===== src/rtl/mem_window_decoder.sv =====
module mem_window_decoder #(
  parameter int AW = 16,
  parameter int NSEL = 8
) (
  input  logic            clk,
  input  logic            rst,
  input  logic            strobe,
  input  logic [AW/2-1:0] addr_hi,
  input  logic [AW/2-1:0] addr_lo,
  output logic [NSEL-1:0] sel,
  output logic            bus_err
);
  localparam logic [AW-1:0] LOW_EDGE [NSEL] = '{
    16'hF000, 16'hE800, 16'hE400, 16'hE300,
    16'hE2C0, 16'hE2B0, 16'hE2AC, 16'hE2AB
  };

  logic [AW-1:0]   addr;
  logic [NSEL-1:0] hit;
  logic [NSEL-1:0] match;

  assign addr = {addr_hi, addr_lo};

  for (genvar i = 0; i < NSEL; i++) begin : g_cmp
    assign hit[i] = addr >= LOW_EDGE[i];
  end

  for (genvar i = 0; i < NSEL; i++) begin : g_win
    if (i == 0) begin : g_top
      assign match[i] = hit[i];
    end else begin : g_mid
      assign match[i] = hit[i] & ~hit[i-1];
    end
  end

  always_ff @(posedge clk) begin
    if (rst) begin
      sel     <= '0;
      bus_err <= 1'b0;
    end else if (strobe) begin
      sel     <= match;
      bus_err <= ~|match;
    end else begin
      sel     <= '0;
    end
  end
endmodule


===== config.mk =====
export PLATFORM = sky130hd
export DESIGN_NAME = mem_window_decoder
export DESIGN_NICKNAME = d
export VERILOG_FILES = /design/src/rtl/mem_window_decoder.sv
export SDC_FILE = /design/constraint.sdc
export NUM_CORES = 1
export LEC_CHECK = 0
export BUFFER_PORTS_ARGS = -buffer_cell sky130_fd_sc_hd__buf_2
export CORE_AREA = 2 2 39 41
export CTS_BUF_LIST = sky130_fd_sc_hd__clkbuf_16
export DETAILED_ROUTE_END_ITERATION = 6
export DIE_AREA = 0 0 41 43
export GPL_TIMING_DRIVEN = 1
export SYNTH_ARGS = -nofsm -noshare
export SYNTH_HDL_FRONTEND = slang
export SYNTH_SLANG_ARGS = --single-unit

===== constraint.sdc =====
create_clock -name clk -period 3.58 [get_ports clk]
set_input_delay 0.716 -clock clk [delete_from_list [all_inputs] [get_ports clk]]
set_output_delay 0.716 -clock clk [all_outputs]
set_load 0.03 [all_outputs]

After elaboration in Yosys (flattened, before gate mapping)
Cells that the tools add are included.
{ "word_totals": {"ff_bits": 9, "inputBits": 19} }
{ "op_classes": {"magnitude_cmp": 8, "bitwise_logic": 15, "n_reduce_logical": 3} }
{ "op_table": {"columns": ["op", "n"], "rows": [
  ["$ge 16x16->1 const B", 8],
  ["$not 1->1", 8],
  ["$reduce_or 8->1", 1],
  ["$and 1x1->1", 7],
  ["$reduce_or 2->1", 1],
  ["$logic_not 1->1", 1]
]} }

Depth between registers and ports, before layout
Gate-level depths: netlist of run 1.
{ "depth": {"ltp_word": 5, "ltp_mapped": 4, "ltp_nobuf": 4} }

Least setup slack after synthesis of run 1
Ideal clock, no wire load.
{ "synth_path": {"path_kind": "input -> register", "from": "input port addr_hi[2]", "to": "register sel[7]", "setup_ns": 0.073, "arrival_time_ns": 1.633, "required_ns": 3.507, "path_slack_ns": 1.874, "path_stages": 4, "n_path_buf": 0, "path_cell_list": "or3b_1 > nor4_4 > nand2_1 > nor3_2"} }
{ "synth_between": {"elab_chain_cells": 3, "elab_cells_between_ends": 4} }
{ "synth_rtl": {"columns": ["item", "line", "text"], "rows": [
  ["start: declaration", "8", "input logic [AW/2-1:0] addr_hi,"],
  ["$ge 16x16->1", "25", "assign hit[i] = addr >= LOW_EDGE[i];"],
  ["$not 1->1", "32", "assign match[i] = hit[i] & ~hit[i-1];"],
  ["$and 1x1->1 (*)", "32", null],
  ["end signal: assignment", "41", "sel <= match;"],
  ["end: declaration", "10", "output logic [NSEL-1:0] sel,"]
]} }
Mark *: on every way between the ends. The rest lies on a longest branch, timed or not.
A chain may end at the register's enable or synchronous reset.

Final worst setup path of run 1
{ "layout_path": {"from": "input port addr_hi[4]", "to": "register sel[7]"} }
The elaborated chain is that of the path after synthesis.

==> summary.md, run 1 <==
| Metric | Value |
|---|---|
| Worst hold path depth | 2 |
| Final Skew | 0 ns |
| Total area of multi-input combinational cells | approximately 200 um2 |
| Leading post-synthesis cells by cell area | dfxtp_1 (46%), and4bb_2 (6.5%), nor4_4 (5.5%) |
| Sum of routed wire length over all layers | ~860 um |
| Global route overflow | 0 |
| Starting density of the core | about 28% |
| Cell breakdown of the critical path | buf_2 > or3b_4 > nor4_4 > nand2_1 > nor3_2 |
| Transition time of the tightest slew-check pin | roughly 0.32 ns |
| Overall Power | approximately 0.00032 W |
| Register bit total from synthesis | 9 |
| Wire length of the first global-routing pass | approximately 1.3 mm |
| Static leakage | 0.312 nW |
| RSZ-0062 raised after global routing | false |
| Worst reg-to-reg path cell count | 2 |
| Part of the power in the clock network | just under 60% |
| Master of the slowest instance on the critical path | or3b_4 |
| PostCTS Resize Cnt | 0 |
| Yosys warnings | 0 |
| Root cell of the clock tree | clkbuf_16 |
| GPL Wtd Cong | ~0.68 |
| Setup WS pre-CTS | roughly 1.6 ns |
| Clock period minus final worst setup slack | roughly 1.7 ns |
| Final worst-path setup slack | 1.90 ns |
| CP startpoint kind | input pin |
| Yosys top cell area share | 46.5% |
| Maximum fanout along the worst path | 4 |
| Htree depth | 1 |
| Relative max-transition margin | between 70% and 80% |
| Antenna violations before repair | 0 |
| Biggest area consumer among synthesized cells | dfxtp_1 |
| Synthesized instance count | 37 |
| Total number of placement rows | 14 |
| Synth Area per Inst | around 10 um2 |
| Area of the core | 1380 um2 |
| DR vias | slightly below 400 |
| Fin crit share | a little under half |
| Launch instance of the worst min-delay path | bus_err$_SDFFE_PP0P_ |
| Seq/Total Area, Yosys | between 40 and 50% |
| Destination of the worst register-to-register timing path | bus_err$_SDFFE_PP0P_ |
| Remaining routing DRC violations | 0 |
| Number of max-cap violations | 0 |
| CP required | between 3 and 4 ns |
| Count of final max-slew check failures | 0 |
| Setup TNS | 0 ns |
| Floorplan die height | between 40 and 50 um |
| Area occupied by registers | about 180 um2 |
| Clock tree sinks | 9 |
| Total power per unit cell area | 515 nW/um2 |
| Number of nets in the final layout | 88 |
| Clock insertion delay at the later pin of the skew report | 0.23 ns |
| Final setup violation count | 0 |
| Synthesis-to-finish area growth | 60.3% |
| Share of cells above drive strength 1 | a little over half |
| DRC violation total after the first TritonRoute iteration | 1 |
| I/O Pins | 28 |
| Worst Hold Slack | between 0.5 and 0.6 ns |
| Crit end category | flip-flop |
| Result of the run | finished, final reports clean |
| Via count of the first global-routing pass | 339 |
| Gate power share | under 10% |
| Total Routing Usage GR | between 10% and 20% |
| Clk pin slew, worst setup/hold paths | 0.04 ns |
| Min-Delay Path Class | flip-flop to flip-flop |
| Max Clock Freq | between 500 and 600 MHz |
| TritonCTS buffer count | 3 |
| Worst hold path endpoint | bus_err$_SDFFE_PP0P_ |
| Final Hold Vio Count | 0 |
| Clock Path Buffers | 2 |
| Inserted Diodes | 0 |
| Critical path startpoint | addr_hi[4] |
| Avg WL per Cell | ~10 um |
| Port bufs | 27 |
| Sw Pwr | 0.0000595 W |
| Data arrival time of the worst path | approximately 1.8 ns |
| Delay of the slowest critical-path stage | 0.43 ns |
| Mapped cell area | approximately 390 um2 |
| Post-Synthesis Net Count | 56 |
| Internal power component | about 0.00026 W |
| Total iterations of the first detailed-routing run | 3 |
| Routed via count divided by cell count | roughly 4.7 |
| Startpoint of the most critical register-to-register path | bus_err$_SDFFE_PP0P_ |
| Fill count | 132 |
| Die extent in x | just over 40 um |
| Max rail drop VDD | approximately 0.18 mV |
| Share of power burned in registers | between 30% and 40% |
| CTS hold repair buffers | 0 |
| Overall die area | 1760 um2 |
| Remaining antenna violation count after routing | 0 |
| Post-CTS setup buffers | 0 |
| Clock tree from TritonCTS | yes |
| FF-to-FF setup slack | between 2 and 3 ns |
| Count of unique library cells instantiated by Yosys | 21 |
| Pin count of the biggest net entering global routing | 8 |
| WS Path Type | input pin to flip-flop |
| Switching power share of the total | a little under a fifth |
[critical path, delay by kind of cell]
kind | cells | cell delay, ns
buf+inv | 1 | 0.11
simple gates | 4 | 1.01
[logic make-up (layout without fill, tap and decap cells)]
| logic type | count (synthesis) | count (layout) | share of synthesized area (%) |
|---|---|---|---|
| buf+inv | 2 | 33 | 1.94 |
| flops | 9 | 9 | 46.5 |
| mux | 1 | 1 | 2.58 |
| compound gates | 5 | 5 | 7.74 |
| simple gates | 20 | 20 | 41.3 |
[worst max-delay path by stage]
stage	to	slack (ns)
2_1_floorplan	sel[7]$_SDFF_PP0_	1.87
3_3_place_gp	sel[7]$_SDFF_PP0_	1.69
3_5_place_dp	sel[7]$_SDFF_PP0_	1.64
4_1_cts	sel[7]$_SDFF_PP0_	1.88
5_1_grt	sel[7]$_SDFF_PP0_	1.80
6_report	sel[7]$_SDFF_PP0_	1.90
[cells in the final DEF, fill, tap and decap left out]
master	n
a21oi_1	3
a311o_1	1
and2_2	1
and3_2	1
and4b_1	1
and4bb_2	2
buf_2	27
clkbuf_16	3
dfxtp_1	9
inv_1	3
mux2i_1	1
nand2_1	2
nand2b_1	2
nand3_1	2
nor2_1	1
nor3_1	2
nor3_2	1
nor4_1	1
nor4_4	1
nor4b_1	1
o21ai_0	1
or3b_1	1
or3b_4	1
[layer usage]
layer,vias up,global-route usage (%),routed length [um]
li1,200,-,-
met1,167,12.8,348
met2,20,15.3,387
met3,5,5.24,82
met4,0,12.0,41
met5,-,0,0
[state kept, by name, indices dropped and copies added (netlist names)]
signal,cells
bus_err,1
sel,8
[synthesized netlist by cell type]
library cell,count
dfxtp_1,9
a21oi_1,3
and4bb_2,2
inv_1,2
nand2_1,2
nand2b_1,2
nand3_1,2
nor3_1,2
a311o_1,1
and2_2,1
and3_2,1
and4b_1,1
mux2i_1,1
nor2_1,1
nor3_2,1
nor4_1,1
nor4_4,1
nor4b_1,1
o21ai_0,1
or3b_1,1
or3b_4,1
[final cells by class]
| class | count | area share (%) |
|---|---|---|
| timing repair buffer | 27 | 21.7 |
| multi-input combinational | 26 | 32.2 |
| clock buffer | 3 | 12.1 |
| clock inverter | 1 | 0.604 |
| inverter | 2 | 1.21 |
| sequential | 9 | 29.0 |
| tap | 16 | 3.22 |
[power groups by stage]
stage | sequential, W | clock [W] | combinational, W
3_3_place_gp | 0.000104 | 0 | 0.0000271
5_1_grt | 0.000103 | 0.000201 | 0.0000305
6_report | 0.000103 | 0.000191 | 0.0000271
4_1_cts | 0.000102 | 0.000193 | 0.0000274
2_1_floorplan | 0.000106 | 0 | 0.0000101
3_5_place_dp | 0.000104 | 0 | 0.0000272
[metrics by stage]
step                std cells  utilization (%)  cell area [um2]
floorplan                  37                -              388
global placement           80             39.2              543
detailed placement         80             39.2              543
CTS                        84             44.9              622
global route               84             44.9              622
finish                     84             44.9              622
(Power assumes the default switching activity.)
==> inputs of run 2 (changes only) <==
- ABC_AREA: default -> 1
- PLACE_DENSITY: default -> 0.66
- clock period: 3.58 -> 1.65 ns (I/O delays scaled with it)
==> run 2 against run 1 <==
  * Die area unchanged
  * Critical path depth down 4
  * Non-clock buffer count unchanged
  * Largest power group unchanged
  * Highest routed layer unchanged
  * Register-to-register slack worse by 1.9 ns
  * Critical endpoint is now bus_err
==> summary.md, run 2 <==
| Metric | Value |
|---|---|
| Global route overflow | 0 |
| Seq/Total Area, Yosys | between 30% and 40% |
| Total power per unit cell area | approximately 1000 nW/um2 |
| Non-Filler Instances | about 110 |
| Remaining routing DRC violations | 0 |
| Count of unique library cells instantiated by Yosys | 17 |
| Sum of routed wire length over all layers | about 950 um |
| Top cells by instance count after synthesis | nand2_1 (12), dfxtp_1 (9), inv_1 (7), nand3_1 (7), nor3_1 (5) |
| Startpoint of the most critical register-to-register path | bus_err$_SDFFE_PP0P_ |
| Routed via count divided by cell count | 4.61 |
| I/O Pins | 28 |
| Total Routing Usage GR | a little over an eighth |
| Total iterations of the first detailed-routing run | 5 |
| Inserted Diodes | 0 |
| Clock tree from TritonCTS | yes |
| Largest register FFs | 8 |
| Post-CTS setup buffers | 0 |
| Floorplan die height | about 43 um |
| Fraction of registers with async set/reset | 0% |
| Final worst-path setup slack | between 0.5 and 0.6 ns |
| Setup WS pre-CTS | between 0.4 and 0.5 ns |
| Yosys top cell area share | between 30% and 40% |
| Register ranked first by flip-flop count | sel |
| Detail Placement HPWL | roughly 790 um |
| Most frequent cell after synthesis | nand2_1 |
| WS Path Type | flip-flop to output port |
| Clock Path Buffers | 2 |
| Via count of the first global-routing pass | roughly 420 |
| DRC violation total after the first TritonRoute iteration | 7 |
| Cell count after placement | between 100 and 150 |
| Htree depth | 1 |
| CTS hold repair buffers | 0 |
| TritonCTS buffer count | 3 |
| CP required | about 1.3 ns |
| Min-Delay Path Class | input pin to flip-flop |
| Master of the slowest instance on the critical path | dfxtp_1 |
| Avg WL per Cell | between 8 and 9 um |
| Maximum fanout along the worst path | 2 |
| Commonest register cell after synthesis | dfxtp_1 |
| GPL Wtd Cong | about 0.71 |
| Final setup violation count | 0 |
| Mapped cell area | around 460 um2 |
| Largest registers | sel: 8 flops, bus_err: 1 flops |
| Total number of placement rows | 14 |
| Root cell of the clock tree | clkbuf_16 |
| Count of final max-slew check failures | 0 |
| Share of cells above drive strength 1 | between 40 and 50% |
| Setup TNS | 0 ns |
| Cell area reported after detailed placement | just over 600 um2 |
| Final Hold Vio Count | 0 |
| RSZ-0062 raised after global routing | false |
| Starting density of the core | between 30% and 40% |
| Yosys warnings | 0 |
| PostCTS Resize Cnt | 0 |
| Clk pin slew, worst setup/hold paths | about 0.040 ns |
| Launch instance of the worst min-delay path | rst |
| Max Clock Freq | approximately 930 MHz |
| Clock tree sinks | 9 |
| Remaining antenna violation count after routing | 0 |
| Area of the core | roughly 1400 um2 |
| Static leakage | 0.355 nW |
| Final cell area excluding filler cells | ~690 um2 |
| CP startpoint kind | flip-flop |
| Wire length of the first global-routing pass | between 1.5 and 2 mm |
| Register bit total from synthesis | 9 |
| Data arrival time of the worst path | about 0.74 ns |
| Highest-count cells in the layout ignoring fill and taps | buf_2 (27), nand2_1 (12), dfxtp_1 (9) |
| Biggest area consumer among synthesized cells | dfxtp_1 |
| Number of nets in the final layout | 111 |
| Clock period minus final worst setup slack | approximately 1.1 ns |
| Synthesized instance count | 61 |
| Delay of the slowest critical-path stage | 0.31 ns |
| Port bufs | 27 |
| Most common cell after layout, fill and taps aside | buf_2 |
| Die extent in x | ~41 um |
| Post-Synthesis Net Count | 80 |
| Antenna violations before repair | 0 |
| Number of max-cap violations | 0 |
| Gate family responsible for the most delay along the worst path | flip-flops |
| Synth Area per Inst | between 7 and 8 um2 |
| Critical path startpoint | bus_err$_SDFFE_PP0P_ |
| Overall Power | 0.000701 W |
| Overall die area | approximately 1800 um2 |
| Fill count | approximately 130 |
| Synthesis-to-finish area growth | 50.0% |
| Fin crit share | about two thirds |
| Crit end category | output port |
| Relative max-transition margin | between 80% and 90% |
| Max rail drop VDD | between 0.3 and 0.4 mV |
| Final Skew | 0 ns |
| Number of buffer and inverter instances along the worst setup path | 1 |
| Cell breakdown of the critical path | buf_2 |
| Count of flip-flops with a built-in enable after synthesis | 0 |
| Clock insertion delay at the later pin of the skew report | roughly 0.23 ns |
| Leading post-synthesis cells by cell area | dfxtp_1 (39%), nand2_1 (9.8%), nand3_1 (7.7%) |
| Transition time of the tightest slew-check pin | 0.277 ns |
| Pin count of the biggest net entering global routing | 9 |
| DR vias | between 400 and 500 |
| Result of the run | finished, final reports clean |
## run 2: cell families (layout without fill, tap and decap cells)
group	count (synthesis)	count (layout)	share of synthesized area (%)
AOI/OAI and AO/OA	5	5	7.65
and+or+nand+nor	36	36	43.7
buffers and inverters	11	41	9.29
DFF	9	9	39.3
## run 2: path summary, 6_finish.rpt
check | slack (ns) | cells after the start | end
setup / recovery | 0.58 | 1 | bus_err
hold / removal | 0.27 | 2 | bus_err$_SDFFE_PP0P_
setup reg to reg | 1.09 | 2 | bus_err$_SDFFE_PP0P_
hold reg to reg | 0.46 | 2 | bus_err$_SDFFE_PP0P_
## run 2: routing by layer
layer	GRT usage [%]	share of wire (%)	vias to the layer above
li1	-	-	253
met1	13.5	40	218
met2	20.0	52	20
met3	3.14	6.6	2
met4	12.0	1.5	0
met5	0	0	-
## run 2: power by group
part	switching, W	leakage [nW]	internal (W)
clock network	0.0000940	0.0423	0.000315
registers	0.000000816	0.0728	0.000221
logic	0.0000405	0.240	0.0000296
total	0.000135	0.355	0.000566
## run 2: metrics by stage
| step | hold WS, ns | util, % |
|---|---|---|
| floorplan | 0.399 | - |
| global placement | 0.444 | 43.9 |
| detailed placement | 0.455 | 43.9 |
| CTS | 0.264 | 49.6 |
| global route | 0.267 | 49.6 |
| finish | 0.267 | 49.6 |
## run 2: area by class of cell
class / count / area [um2] / area share, %
flip-flops and latches: 9 / 180 / 26.2
clock inverters: 1 / 3.75 / 0.546
repair buffers: 27 / 135 / 19.7
well taps: 16 / 20.0 / 2.91
clock buffers: 3 / 75.1 / 10.9
inverters: 10 / 37.5 / 5.46
multi-input cells: 41 / 235 / 34.2
==> inputs of run 3 (changes only) <==
- PLACE_DENSITY: 0.66 -> 0.69
- clock period: 1.65 -> 0.88 ns (I/O delays scaled with it)
==> run 3 against run 2 <==
  * First-iteration DRC count fell by 29%
  * Highest routed layer unchanged
  * Sequential cell count unchanged
  * Critical endpoint is now sel[1]
  * Clock skew unchanged
==> summary.md, run 3 (synthesis results as in run 2) <==
| Metric | Value |
|---|---|
| Result of the run | finished, final reports clean |
| Fin crit share | roughly 100% |
| Overall Power | between 0.001 and 0.0015 W |
| Share of power burned in registers | between 30% and 40% |
| Number of buffer and inverter instances along the worst setup path | 1 |
| Gate power share | around 13% |
| Area of the core | roughly 1400 um2 |
| Wire length of the first global-routing pass | around 1.7 mm |
| Die extent in x | around 41 um |
| Most common cell after layout, fill and taps aside | buf_2 |
| Global route overflow | 0 |
| Starting density of the core | roughly a third |
| Clock tree from TritonCTS | yes |
| Total number of placement rows | 14 |
| Remaining antenna violation count after routing | 0 |
| Pin count of the biggest net entering global routing | 9 |
| Inserted Diodes | 0 |
| Number of nets in the final layout | about 120 |
| Fill count | between 100 and 150 |
| Remaining routing DRC violations | 0 |
| Port bufs | 27 |
| Clk pin slew, worst setup/hold paths | ~0.04 ns |
| Setup TNS | 0 ns |
| CP startpoint kind | flip-flop |
| Overall die area | between 1500 and 2000 um2 |
| Clock tree sinks | 9 |
| Via count of the first global-routing pass | 468 |
| GPL Wtd Cong | 0.739 |
| Highest-count cells in the layout ignoring fill and taps | buf_2 (18), nand2_1 (12), buf_4 (12) |
| Static leakage | just over 0.4 nW |
| Clock insertion delay at the later pin of the skew report | 0.23 ns |
| Register ranked first by flip-flop count | sel |
| Maximum fanout along the worst path | 1 |
| Master of the slowest instance on the critical path | dfxtp_1 |
| Share of cells above drive strength 1 | ~55% |
| Clock period minus final worst setup slack | just under 0.9 ns |
| Largest registers | sel: 8 flops, bus_err: 1 flops |
| WS Path Type | flip-flop to output port |
| Sw Pwr | about 0.00027 W |
| Setup WS pre-CTS | -0.193 ns |
| Min-Delay Path Class | input pin to flip-flop |
| Transition time of the tightest slew-check pin | between 0.3 and 0.4 ns |
| Final Hold Vio Count | 0 |
| RSZ-0062 raised after global routing | true |
| Total power per unit cell area | about 1600 nW/um2 |
| CP required | around 0.70 ns |
| FF-to-FF setup slack | approximately 0.31 ns |
| Avg WL per Cell | between 9 and 10 um |
| Root cell of the clock tree | clkbuf_16 |
| Sum of routed wire length over all layers | 1.08 mm |
| Crit end category | output port |
| Max Clock Freq | 1140 MHz |
| Final worst-path setup slack | around 0.0028 ns |
| DR vias | 500 |
| Htree depth | 1 |
| Switching power share of the total | about a fifth |
| Number of max-cap violations | 0 |
| Delay of the slowest critical-path stage | 0.33 ns |
| Routed via count divided by cell count | 4.27 |
| Count of final max-slew check failures | 0 |
| Floorplan die height | approximately 43 um |
| CTS hold repair buffers | 0 |
| DRC violation total after the first TritonRoute iteration | 5 |
| Post-CTS setup buffers | 0 |
| I/O Pins | 28 |
| Part of the power in the clock network | between 50% and 60% |
| Detail Placement HPWL | 813 um |
| Total iterations of the first detailed-routing run | 4 |
| Final Skew | 0 ns |
| Total Routing Usage GR | between 10% and 20% |
| TritonCTS buffer count | 3 |
| Cell breakdown of the critical path | buf_6 |
| Relative max-transition margin | 79.8% |
| Data arrival time of the worst path | 0.70 ns |
| Largest register FFs | 8 |
| Clock Path Buffers | 2 |
| Gate family responsible for the most delay along the worst path | flip-flops |
| Antenna violations before repair | 0 |
| Final setup violation count | 0 |
| Utilization of the core after routing | around 60% |
| Internal power component | between 0.001 and 0.0015 W |
| Max rail drop VDD | roughly 0.64 mV |
| Synthesis-to-finish area growth | 82.0% |
run 3: cell types whose count changed in the layout (fill, tap and decap cells not counted):
| cell | delta |
|---|---|
| buf_4 | +12 |
| buf_2 | -9 |
| buf_6 | +7 |
| dfxtp_1 | -4 |
| dfxtp_2 | +4 |
| inv_2 | -1 |
| inv_8 | +1 |
| nand3_1 | -1 |
| nand3_2 | +1 |
| nor2_2 | -1 |
| nor2_4 | +1 |
run 3: layout make-up:
| cell class | count | area [um2] | share of cell area [%] |
|---|---|---|---|
| tap | 16 | 20.0 | 2.40 |
| sequential | 9 | 185 | 22.2 |
| timing repair buffer | 37 | 259 | 31.1 |
| inverter | 10 | 45.0 | 5.41 |
| clock inverter | 1 | 3.75 | 0.450 |
| clock buffer | 3 | 75.1 | 9.01 |
| multi-input combinational | 41 | 245 | 29.4 |
run 3: layer usage:
layer / vias to the layer above / routed length [um] / GRT usage [%]
li1: 272 / - / -
met4: 0 / 14 / 12.0
met3: 2 / 43 / 3.14
met2: 14 / 582 / 23.1
met5: - / 0 / 0
met1: 212 / 436 / 14.2
run 3: power by group through the flow:
stage	clock network [W]	registers, W	logic (W)
floorplan	0	0.000431	0.0000617
global placement	0	0.000422	0.000164
detailed placement	0	0.000422	0.000167
CTS	0.000786	0.000418	0.000172
global route	0.000811	0.000418	0.000191
finish	0.000771	0.000418	0.000174
run 3: through the flow:
step | hold WS, ns | cell area [um2] | cells
finish | 0.105 | 833 | 117
global route | 0.106 | 833 | 117
CTS | 0.102 | 802 | 117
detailed placement | 0.352 | 696 | 113
global placement | 0.347 | 696 | 113
floorplan | 0.245 | 470 | 61
run 3: final timing paths:
check,startpoint,to,depth (start not counted)
max reg2reg,bus_err$_SDFFE_PP0P_,bus_err$_SDFFE_PP0P_,2
min,rst,bus_err$_SDFFE_PP0P_,2
min reg2reg,bus_err$_SDFFE_PP0P_,bus_err$_SDFFE_PP0P_,2
max,sel[1]$_SDFF_PP0_,sel[1],1
run 3: what timing repair did:
item	in CTS	in global routing
pin swaps	0	1
setup endpoints to repair	9	10
resized for setup	11	10
